### src/rtl/bitop_pkg.sv
package bitop_pkg;

  typedef enum logic [2:0] {
    OP_SET   = 3'd0,
    OP_CLR   = 3'd1,
    OP_INV   = 3'd2,
    OP_TST   = 3'd3,
    OP_CAND  = 3'd4,
    OP_CANDN = 3'd5,
    OP_COR   = 3'd6,
    OP_CORN  = 3'd7
  } bitop_e;

  // opcodes whose result is stored back to the operand location
  function automatic logic is_rmw(bitop_e op);
    return (op == OP_SET) || (op == OP_CLR) || (op == OP_INV);
  endfunction

  // carry-logic group: immediate bit number only
  function automatic logic is_carry(bitop_e op);
    return (op == OP_CAND) || (op == OP_CANDN) ||
           (op == OP_COR)  || (op == OP_CORN);
  endfunction

endpackage

### src/rtl/bitop_rst_sync.sv
module bitop_rst_sync #(
  parameter int STAGES = 2
) (
  input  logic clk,
  input  logic rst_n,
  output logic rst_sync_n
);

  logic [STAGES-1:0] sync_q;
  logic [STAGES-1:0] sync_d;

  always_comb begin
    sync_d = {sync_q[STAGES-2:0], 1'b1};
  end

  always_ff @(posedge clk or negedge rst_n) begin
    if (!rst_n) sync_q <= '0;
    else        sync_q <= sync_d;
  end

  assign rst_sync_n = sync_q[STAGES-1];

endmodule

### src/rtl/bitop_bit_sel.sv
module bitop_bit_sel #(
  parameter  int DATA_W = 8,
  localparam int IDX_W  = (DATA_W > 1) ? $clog2(DATA_W) : 1
) (
  input  logic [DATA_W-1:0] operand,
  input  logic [IDX_W-1:0]  bit_imm,
  input  logic              bit_src_reg,
  input  logic [IDX_W-1:0]  reg_bitno,
  output logic [DATA_W-1:0] bit_mask,
  output logic              bit_val
);

  logic [IDX_W-1:0] idx;

  assign idx = bit_src_reg ? reg_bitno : bit_imm;

  // one decoder line per bit position
  for (genvar g = 0; g < DATA_W; g++) begin : g_dec
    assign bit_mask[g] = (idx == IDX_W'(g));
  end

  assign bit_val = |(operand & bit_mask);

endmodule

### src/rtl/bitop_byte_op.sv
module bitop_byte_op
  import bitop_pkg::*;
#(
  parameter int DATA_W = 8
) (
  input  bitop_e            op,
  input  logic [DATA_W-1:0] operand,
  input  logic [DATA_W-1:0] bit_mask,
  output logic [DATA_W-1:0] byte_nxt,
  output logic              wr_nxt
);

  always_comb begin
    byte_nxt = operand;
    wr_nxt   = is_rmw(op);
    case (op)
      OP_SET:  byte_nxt = operand | bit_mask;
      OP_CLR:  byte_nxt = operand & ~bit_mask;
      OP_INV:  byte_nxt = operand ^ bit_mask;
      default: byte_nxt = operand;
    endcase
  end

endmodule

### src/rtl/bitop_flag_op.sv
module bitop_flag_op
  import bitop_pkg::*;
(
  input  bitop_e op,
  input  logic   bit_src_reg,
  input  logic   bit_val,
  input  logic   c_in,
  input  logic   z_in,
  output logic   c_nxt,
  output logic   z_nxt,
  output logic   ill_nxt
);

  always_comb begin
    c_nxt   = c_in;
    z_nxt   = z_in;
    ill_nxt = is_carry(op) && bit_src_reg;
    if (!ill_nxt) begin
      case (op)
        OP_TST:   z_nxt = ~bit_val;
        OP_CAND:  c_nxt = c_in &  bit_val;
        OP_CANDN: c_nxt = c_in & ~bit_val;
        OP_COR:   c_nxt = c_in |  bit_val;
        OP_CORN:  c_nxt = c_in | ~bit_val;
        default:  ;
      endcase
    end
  end

endmodule

### src/rtl/bitop_unit.sv
module bitop_unit
  import bitop_pkg::*;
#(
  parameter  int DATA_W = 8,
  localparam int IDX_W  = (DATA_W > 1) ? $clog2(DATA_W) : 1
) (
  input  logic              clk,
  input  logic              rst_n,
  input  logic              valid_in,
  input  logic [2:0]        opcode,
  input  logic [DATA_W-1:0] operand,
  input  logic [IDX_W-1:0]  bit_imm,
  input  logic              bit_src_reg,
  input  logic [IDX_W-1:0]  reg_bitno,
  input  logic              c_in,
  input  logic              z_in,
  output logic              valid_out,
  output logic [DATA_W-1:0] result,
  output logic              wr_en,
  output logic              c_out,
  output logic              z_out,
  output logic              illegal
);

  logic              rst_q_n;
  bitop_e            op_e;
  logic [DATA_W-1:0] bit_mask;
  logic              bit_val;
  logic [DATA_W-1:0] byte_nxt;
  logic              wr_nxt;
  logic              c_nxt;
  logic              z_nxt;
  logic              ill_nxt;

  logic              vld_q, vld_d;
  logic [DATA_W-1:0] res_q, res_d;
  logic              wr_q, wr_d;
  logic              c_q, c_d;
  logic              z_q, z_d;
  logic              ill_q, ill_d;

  assign op_e = bitop_e'(opcode);

  bitop_rst_sync #(.STAGES(2)) u_rst (
    .clk        (clk),
    .rst_n      (rst_n),
    .rst_sync_n (rst_q_n)
  );

  bitop_bit_sel #(.DATA_W(DATA_W)) u_sel (
    .operand     (operand),
    .bit_imm     (bit_imm),
    .bit_src_reg (bit_src_reg),
    .reg_bitno   (reg_bitno),
    .bit_mask    (bit_mask),
    .bit_val     (bit_val)
  );

  bitop_byte_op #(.DATA_W(DATA_W)) u_byte (
    .op       (op_e),
    .operand  (operand),
    .bit_mask (bit_mask),
    .byte_nxt (byte_nxt),
    .wr_nxt   (wr_nxt)
  );

  bitop_flag_op u_flag (
    .op          (op_e),
    .bit_src_reg (bit_src_reg),
    .bit_val     (bit_val),
    .c_in        (c_in),
    .z_in        (z_in),
    .c_nxt       (c_nxt),
    .z_nxt       (z_nxt),
    .ill_nxt     (ill_nxt)
  );

  // next state: load on an accepted request, otherwise hold
  always_comb begin
    vld_d = valid_in;
    res_d = res_q;
    wr_d  = wr_q;
    c_d   = c_q;
    z_d   = z_q;
    ill_d = ill_q;
    if (valid_in) begin
      res_d = byte_nxt;
      wr_d  = wr_nxt && !ill_nxt;
      c_d   = c_nxt;
      z_d   = z_nxt;
      ill_d = ill_nxt;
    end
  end

  always_ff @(posedge clk or negedge rst_q_n) begin
    if (!rst_q_n) begin
      vld_q <= 1'b0;
      res_q <= '0;
      wr_q  <= 1'b0;
      c_q   <= 1'b0;
      z_q   <= 1'b0;
      ill_q <= 1'b0;
    end else begin
      vld_q <= vld_d;
      res_q <= res_d;
      wr_q  <= wr_d;
      c_q   <= c_d;
      z_q   <= z_d;
      ill_q <= ill_d;
    end
  end

  assign valid_out = vld_q;
  assign result    = res_q;
  assign wr_en     = wr_q;
  assign c_out     = c_q;
  assign z_out     = z_q;
  assign illegal   = ill_q;

endmodule

### config.mk
export PLATFORM = sky130hd
export DESIGN_NAME = bitop_unit
export DESIGN_NICKNAME = d
export VERILOG_FILES = /design/src/rtl/bitop_pkg.sv /design/src/rtl/bitop_rst_sync.sv /design/src/rtl/bitop_bit_sel.sv /design/src/rtl/bitop_byte_op.sv /design/src/rtl/bitop_flag_op.sv /design/src/rtl/bitop_unit.sv
export SDC_FILE = /design/constraint.sdc
export NUM_CORES = 1
export LEC_CHECK = 0
export CORE_MARGIN = 5
export CORE_UTILIZATION = 56
export CTS_BUF_LIST = sky130_fd_sc_hd__clkbuf_8
export CTS_CLUSTER_SIZE = 20
export DETAILED_ROUTE_END_ITERATION = 12
export DONT_BUFFER_PORTS = 1
export GPL_TIMING_DRIVEN = 0
export MAX_ROUTING_LAYER = met4
export PLACE_DENSITY = 0.78
export SKIP_CTS_REPAIR_TIMING = 1
export SYNTH_ARGS = -nofsm -noshare
export SYNTH_HDL_FRONTEND = slang
export SYNTH_HIERARCHICAL = 1
export SYNTH_SLANG_ARGS = --single-unit
### constraint.sdc
create_clock -name clk -period 1 [get_ports clk]
set_input_delay 0.1 -clock clk [delete_from_list [all_inputs] [get_ports clk]]
set_output_delay 0.1 -clock clk [all_outputs]
set_load 0.005 [all_outputs]
* Word-level counts from Yosys, hierarchy flattened
Index checks and enable logic that the tools add are counted.
** Word-level totals
- Flip-flop bits (word level) :: 15
- Logic and storage cells :: 48
** Cells by class
- Eq/ne operators :: 14
- Multiplexer cells :: 6
- Bitwise logic cells :: 10
- Reduce and logical (&&, ||, !) cells :: 11
** Operators with widths (count)
- $eq 3x3->1 const B :: 8
- $pmux 8 s3 :: 1
- $and 8x8->8 :: 2
- $eq 3x2->1 const B :: 4
- $not 8->8 :: 1
- $or 8x8->8 :: 1
- $reduce_or 8->1 :: 1
- $xor 8x8->8 :: 1
- $eq 3x1->1 const B :: 2
- $logic_not 3->1 :: 2
- $logic_or 1x1->1 :: 5
- $pmux 1 s4 :: 1
- $mux 1 :: 3
- $mux 3 :: 1
- $and 1x1->1 :: 2
- $logic_and 1x1->1 :: 2
- $or 1x1->1 :: 2
- $logic_not 1->1 :: 1
- $not 1->1 :: 1

* Depth between registers and ports, before layout
- Depth in word-level cells :: 8
- Mapped depth :: 10

* Cells and area by module
Netlist, hierarchy kept.
** Modules (own cells, without submodules)
- bitop_byte_op :: instances 1, cells an instance 72, area an instance 553.0 µm², sequential area each 0.0 µm²
- bitop_unit :: instances 1, cells an instance 28, area an instance 506.7 µm², sequential area each 325.3 µm²
- bitop_bit_sel :: instances 1, cells an instance 28, area an instance 195.2 µm², sequential area each 0.0 µm²
- bitop_flag_op :: instances 1, cells an instance 10, area an instance 61.3 µm², sequential area each 0.0 µm²
- bitop_rst_sync :: instances 1, cells an instance 3, area an instance 53.8 µm², sequential area each 50.0 µm²

* Worst setup path after synthesis
No wires, ideal clock.
- Path kind :: in2reg
- From :: input port bit_src_reg
- To :: register res_q[6], in the netlist result[6]
- Setup time :: 125 ps
- Arrival :: 1721 ps
- Slack :: -846 ps
- Stages :: 10
- Buffers on the path :: 1
- Cells stage by stage :: buf_6 -> and2b_2 -> a32oi_1 -> nor2_1 -> inv_1 -> ha_1 -> nor2b_1 -> a211oi_1 -> o32a_1 -> mux2_4
** Between the ends
- Longest elaborated chain between the ends :: 5
- Elaborated cells on any way between the ends :: 7
** RTL lines
- from (decl) :: line bitop_unit.sv:13 : input logic bit_src_reg,
- $mux 3 * :: line bitop_bit_sel.sv:15 : assign idx = bit_src_reg ? reg_bitno : bit_imm;
- $eq 3x3->1 * :: line bitop_bit_sel.sv:19 : assign bit_mask[g] = (idx == IDX_W'(g));
- named net bit_mask[6] :: line bitop_unit.sv:27 : logic [DATA_W-1:0] bit_mask;
- $not 8->8 :: line bitop_byte_op.sv:18 : OP_CLR: byte_nxt = operand & ~bit_mask;
- $and 8x8->8 :: line bitop_byte_op.sv:18
- $pmux 8 s3 * :: line bitop_byte_op.sv:16 : case (op)
- named net byte_nxt[6] :: line bitop_unit.sv:29 : logic [DATA_W-1:0] byte_nxt;
- to (signal assigned) :: line bitop_unit.sv:105 : res_q <= res_d;
- to (decl) :: line bitop_unit.sv:36 : logic [DATA_W-1:0] res_q, res_d;
Mark *: on every way through the listed nets, which the timed path passes. The rest lies on a longest branch.
A chain may end at the register's enable or synchronous reset.

* Worst setup path in the final report
- From :: input port bit_src_reg
- To :: register c_q, in the netlist c_out
** Between the ends
- Longest elaborated chain between the ends :: 8
- Elaborated cells on any way between the ends :: 19
** RTL lines
- $mux 3 * :: line bitop_bit_sel.sv:15
- $eq 3x1->1 (tied with other cells) :: line bitop_bit_sel.sv:19
- $and 8x8->8 * :: line bitop_bit_sel.sv:22 : assign bit_val = |(operand & bit_mask);
- $reduce_or 8->1 * :: line bitop_bit_sel.sv:22
- named net bit_val :: line bitop_unit.sv:28 : logic bit_val;
- $not 1->1 :: line bitop_flag_op.sv:22, bitop_flag_op.sv:24
- $or 1x1->1 / $and 1x1->1 (equally long branches) :: line bitop_flag_op.sv:24, bitop_flag_op.sv:22
- $pmux 1 s4 * :: line bitop_flag_op.sv:19 : case (op)
- $mux 1 * :: line bitop_flag_op.sv:18 : if (!ill_nxt) begin
- named net c_nxt :: line bitop_unit.sv:31 : logic c_nxt;
- to (signal assigned) :: line bitop_unit.sv:100 : c_q <= 1'b0;
- to (signal assigned) :: line bitop_unit.sv:107 : c_q <= c_d;
- to (decl) :: line bitop_unit.sv:38 : logic c_q, c_d;
Marks and branches as above.

==> flow_summary.ini <==
[outcome]
outcome = complete, but fails checks
violations = setup timing

[critical_path]
critPathRequiredTime_ns = 1.13
critPathKind = primary input to register
cp.arrival_ns = 1.77
path_max_fanout = 8
worstSetupStartpointType = primary input
endpoint_kind = register

[yosys]
syn_nets = 180
yosys_warnings = 6
ys_seq_area_frac = 0.274
synth_area_um2 = 1370
syn_inst = 141
yosys_register_bits = 15
synth_cell_types = 37
synth.avg_cell_area_um2 = 9.72

[floorplanning]
row_count = 18
die_area_um2 = 3540
die_w_um = 59.5
initial_core_util = 0.569
core_um2 = 2410
pin_count = 36
die_h_um = 59.5

[power_and_ir_drop]
power_mw = 1.74
vdd_drop_max_uv = 815
power_density_nw_per_um2 = 1090
leakagePower_nw = 0.734

[detailed_routing]
via_per_inst = 6.03
drc = 0
vias = 1091
ant_nets = 0
post_drt_wl_per_cell_um = 17.6
routed_wl_mm = 3.19
drtIter0Drc = 26
drtPass1Iterations = 4

[cts]
htree_num_levels = 1
clkTransAtPathRegs_ns = 0.06
numCtsBuffers = 3
tritoncts = built
clockBufferDepth = 2
clock-sinks = 15
worstSkewPairLatency_ns = 0.25
cts_root_buf = clkbuf_8

[layout]
final_common_cell = inv_1
layout_common_cells = 23 x inv_1, 15 x dfrtp_1, 15 x ha_1
final_core_util = 0.664
drive_above_1_share = 0.298
diodes = 0
syn_to_final_growth_pct = 16.8
fill_cells = 159
fin_nets = 191

[global_route]
antenna_found_initial = 0
grt_pass1_wl_mm = 4.79
grt_pass1_vias = 1072
grt_usage = 0.185
grt_max_degree = 14
globalRouteOverflowTotal = 0

[timing]
slew_viol_final = 0
fin_skew_ns = 0.00406
rsz0062_at_grt = true
hold_viol = 0
setup_viol = 10
fin_ws_ns = -0.633
setup_tns_ns = -5.84
finalCritPeriodShare = 1.63
fmax_mhz = 612
finalCriticalPeriod_ns = 1.63
hold_ws_ns = 0.00984

[placement]
place_ws_ns = -0.895
dp_hpwl_mm = 2.41
port_buffers = 0
routabilityCongestion = 0.850

[hold_path]
hp-class = primary input to register

[run]
max-cap-violations = 0
[where the power goes]
part	switching [mW]	total (mW)	internal (mW)
combinational	0.227	0.516	0.289
sequential	0.0738	0.756	0.682
clock	0.196	0.468	0.271
[Yosys cell counts]
library cell | count | share of area
conb_1 | 1 | 0.0027
mux2i_1 | 3 | 0.022
and2b_2 | 1 | 0.0064
nand3b_1 | 1 | 0.0055
a22oi_1 | 1 | 0.0055
o21ai_1 | 1 | 0.0036
nand2_1 | 3 | 0.0082
mux2_4 | 9 | 0.099
buf_6 | 3 | 0.025
clkbuf_2 | 1 | 0.0036
and3b_1 | 1 | 0.0064
and2_2 | 1 | 0.0055
mux2_1 | 1 | 0.0082
o32a_1 | 2 | 0.015
a21o_4 | 1 | 0.011
o32ai_1 | 1 | 0.0064
a21boi_0 | 1 | 0.0055
xor2_1 | 1 | 0.0064
o22ai_1 | 1 | 0.0046
o22ai_2 | 1 | 0.0091
ha_1 | 16 | 0.15
nor2b_1 | 5 | 0.023
nor2_1 | 13 | 0.036
nor3b_1 | 5 | 0.027
a2bb2oi_1 | 1 | 0.0064
o21ai_0 | 3 | 0.011
buf_2 | 1 | 0.0036
mux2_2 | 6 | 0.049
a21oi_1 | 3 | 0.011
dfrtp_1 | 15 | 0.27
nand2b_1 | 2 | 0.0091
inv_1 | 23 | 0.063
o21a_1 | 2 | 0.011
o31ai_1 | 1 | 0.0055
a32oi_1 | 2 | 0.013
a221o_1 | 5 | 0.037
a211oi_1 | 3 | 0.016
[worst max-delay path, stage by stage]
cell,delay [ns]
buf_12,0.11
mux2_4,0.35
buf_4,0.15
mux2_2,0.28
o22ai_2,0.15
nor2_2,0.08
xor2_1,0.14
o21ai_1,0.09
nand2_1,0.06
mux2_4,0.25
[sequential cells by signal (all words and copies together) (netlist names)]
register      flops
z_out             1
wr_en             1
illegal           1
result            8
valid_out         1
c_out             1
u_rst/sync_q      2
[per-layer routing]
metal | track usage | wire (um) | share of wire | vias up
met3 | 0.0675 | 256 | 0.080 | 8
met2 | 0.323 | 1600 | 0.50 | 45
li1 | - | - | - | 511
met4 | 0.0615 | 97 | 0.030 | 0
met5 | - | 0 | 0 | -
met1 | 0.189 | 1240 | 0.39 | 527
[layout make-up]
type / count / area (um^2) / share of cell area
Multi-Input combinational cell: 98 / 953 / 0.596
Timing Repair Buffer: 6 / 50.0 / 0.0313
Inverter: 23 / 86.3 / 0.0539
Clock inverter: 1 / 3.75 / 0.00235
Tap cell: 30 / 37.5 / 0.0235
Buffer: 5 / 52.6 / 0.0328
Sequential cell: 15 / 375 / 0.235
Clock buffer: 3 / 41.3 / 0.0258
[logic make-up after synthesis]
| group | after synthesis | synth area share |
|---|---|---|
| compound gates | 29 | 0.171 |
| other cells | 1 | 0.00274 |
| mux | 19 | 0.178 |
| buf+inv | 28 | 0.0950 |
| flops | 15 | 0.274 |
| simple gates | 32 | 0.127 |
| fa+ha+maj | 16 | 0.146 |
| xor+xnor | 1 | 0.00639 |
[metrics by stage]
| stage | cells | area, um^2 |
|---|---|---|
| CTS | 175 | 1470 |
| finish | 181 | 1600 |
| global route | 181 | 1600 |
| detailed placement | 171 | 1420 |
| floorplan | 141 | 1390 |
| global placement | 171 | 1420 |
[worst paths after layout]
| path | cells past startpoint | end | slack, ns | startpoint |
|---|---|---|---|---|
| max | 10 | c_out$_DFFE_PN0P_ | -0.63 | bit_src_reg |
| min | 1 | illegal$_DFFE_PN0P_ | 0.01 | valid_in |
| max reg2reg | 1 | result[3]$_DFFE_PN0P_ | 0.20 | result[3]$_DFFE_PN0P_ |
| min reg2reg | 0 | c_out$_DFFE_PN0P_ | 0.20 | u_rst/sync_q[1]$_DFF_PN0_ |
| max in group asynchronous | 0 | result[1]$_DFFE_PN0P_ | 0.46 | u_rst/sync_q[1]$_DFF_PN0_ |
| min in group asynchronous | 1 | u_rst/sync_q[1]$_DFF_PN0_ | 0.08 | rst_n |
No activity file was read; power rests on OpenSTA's default activity.
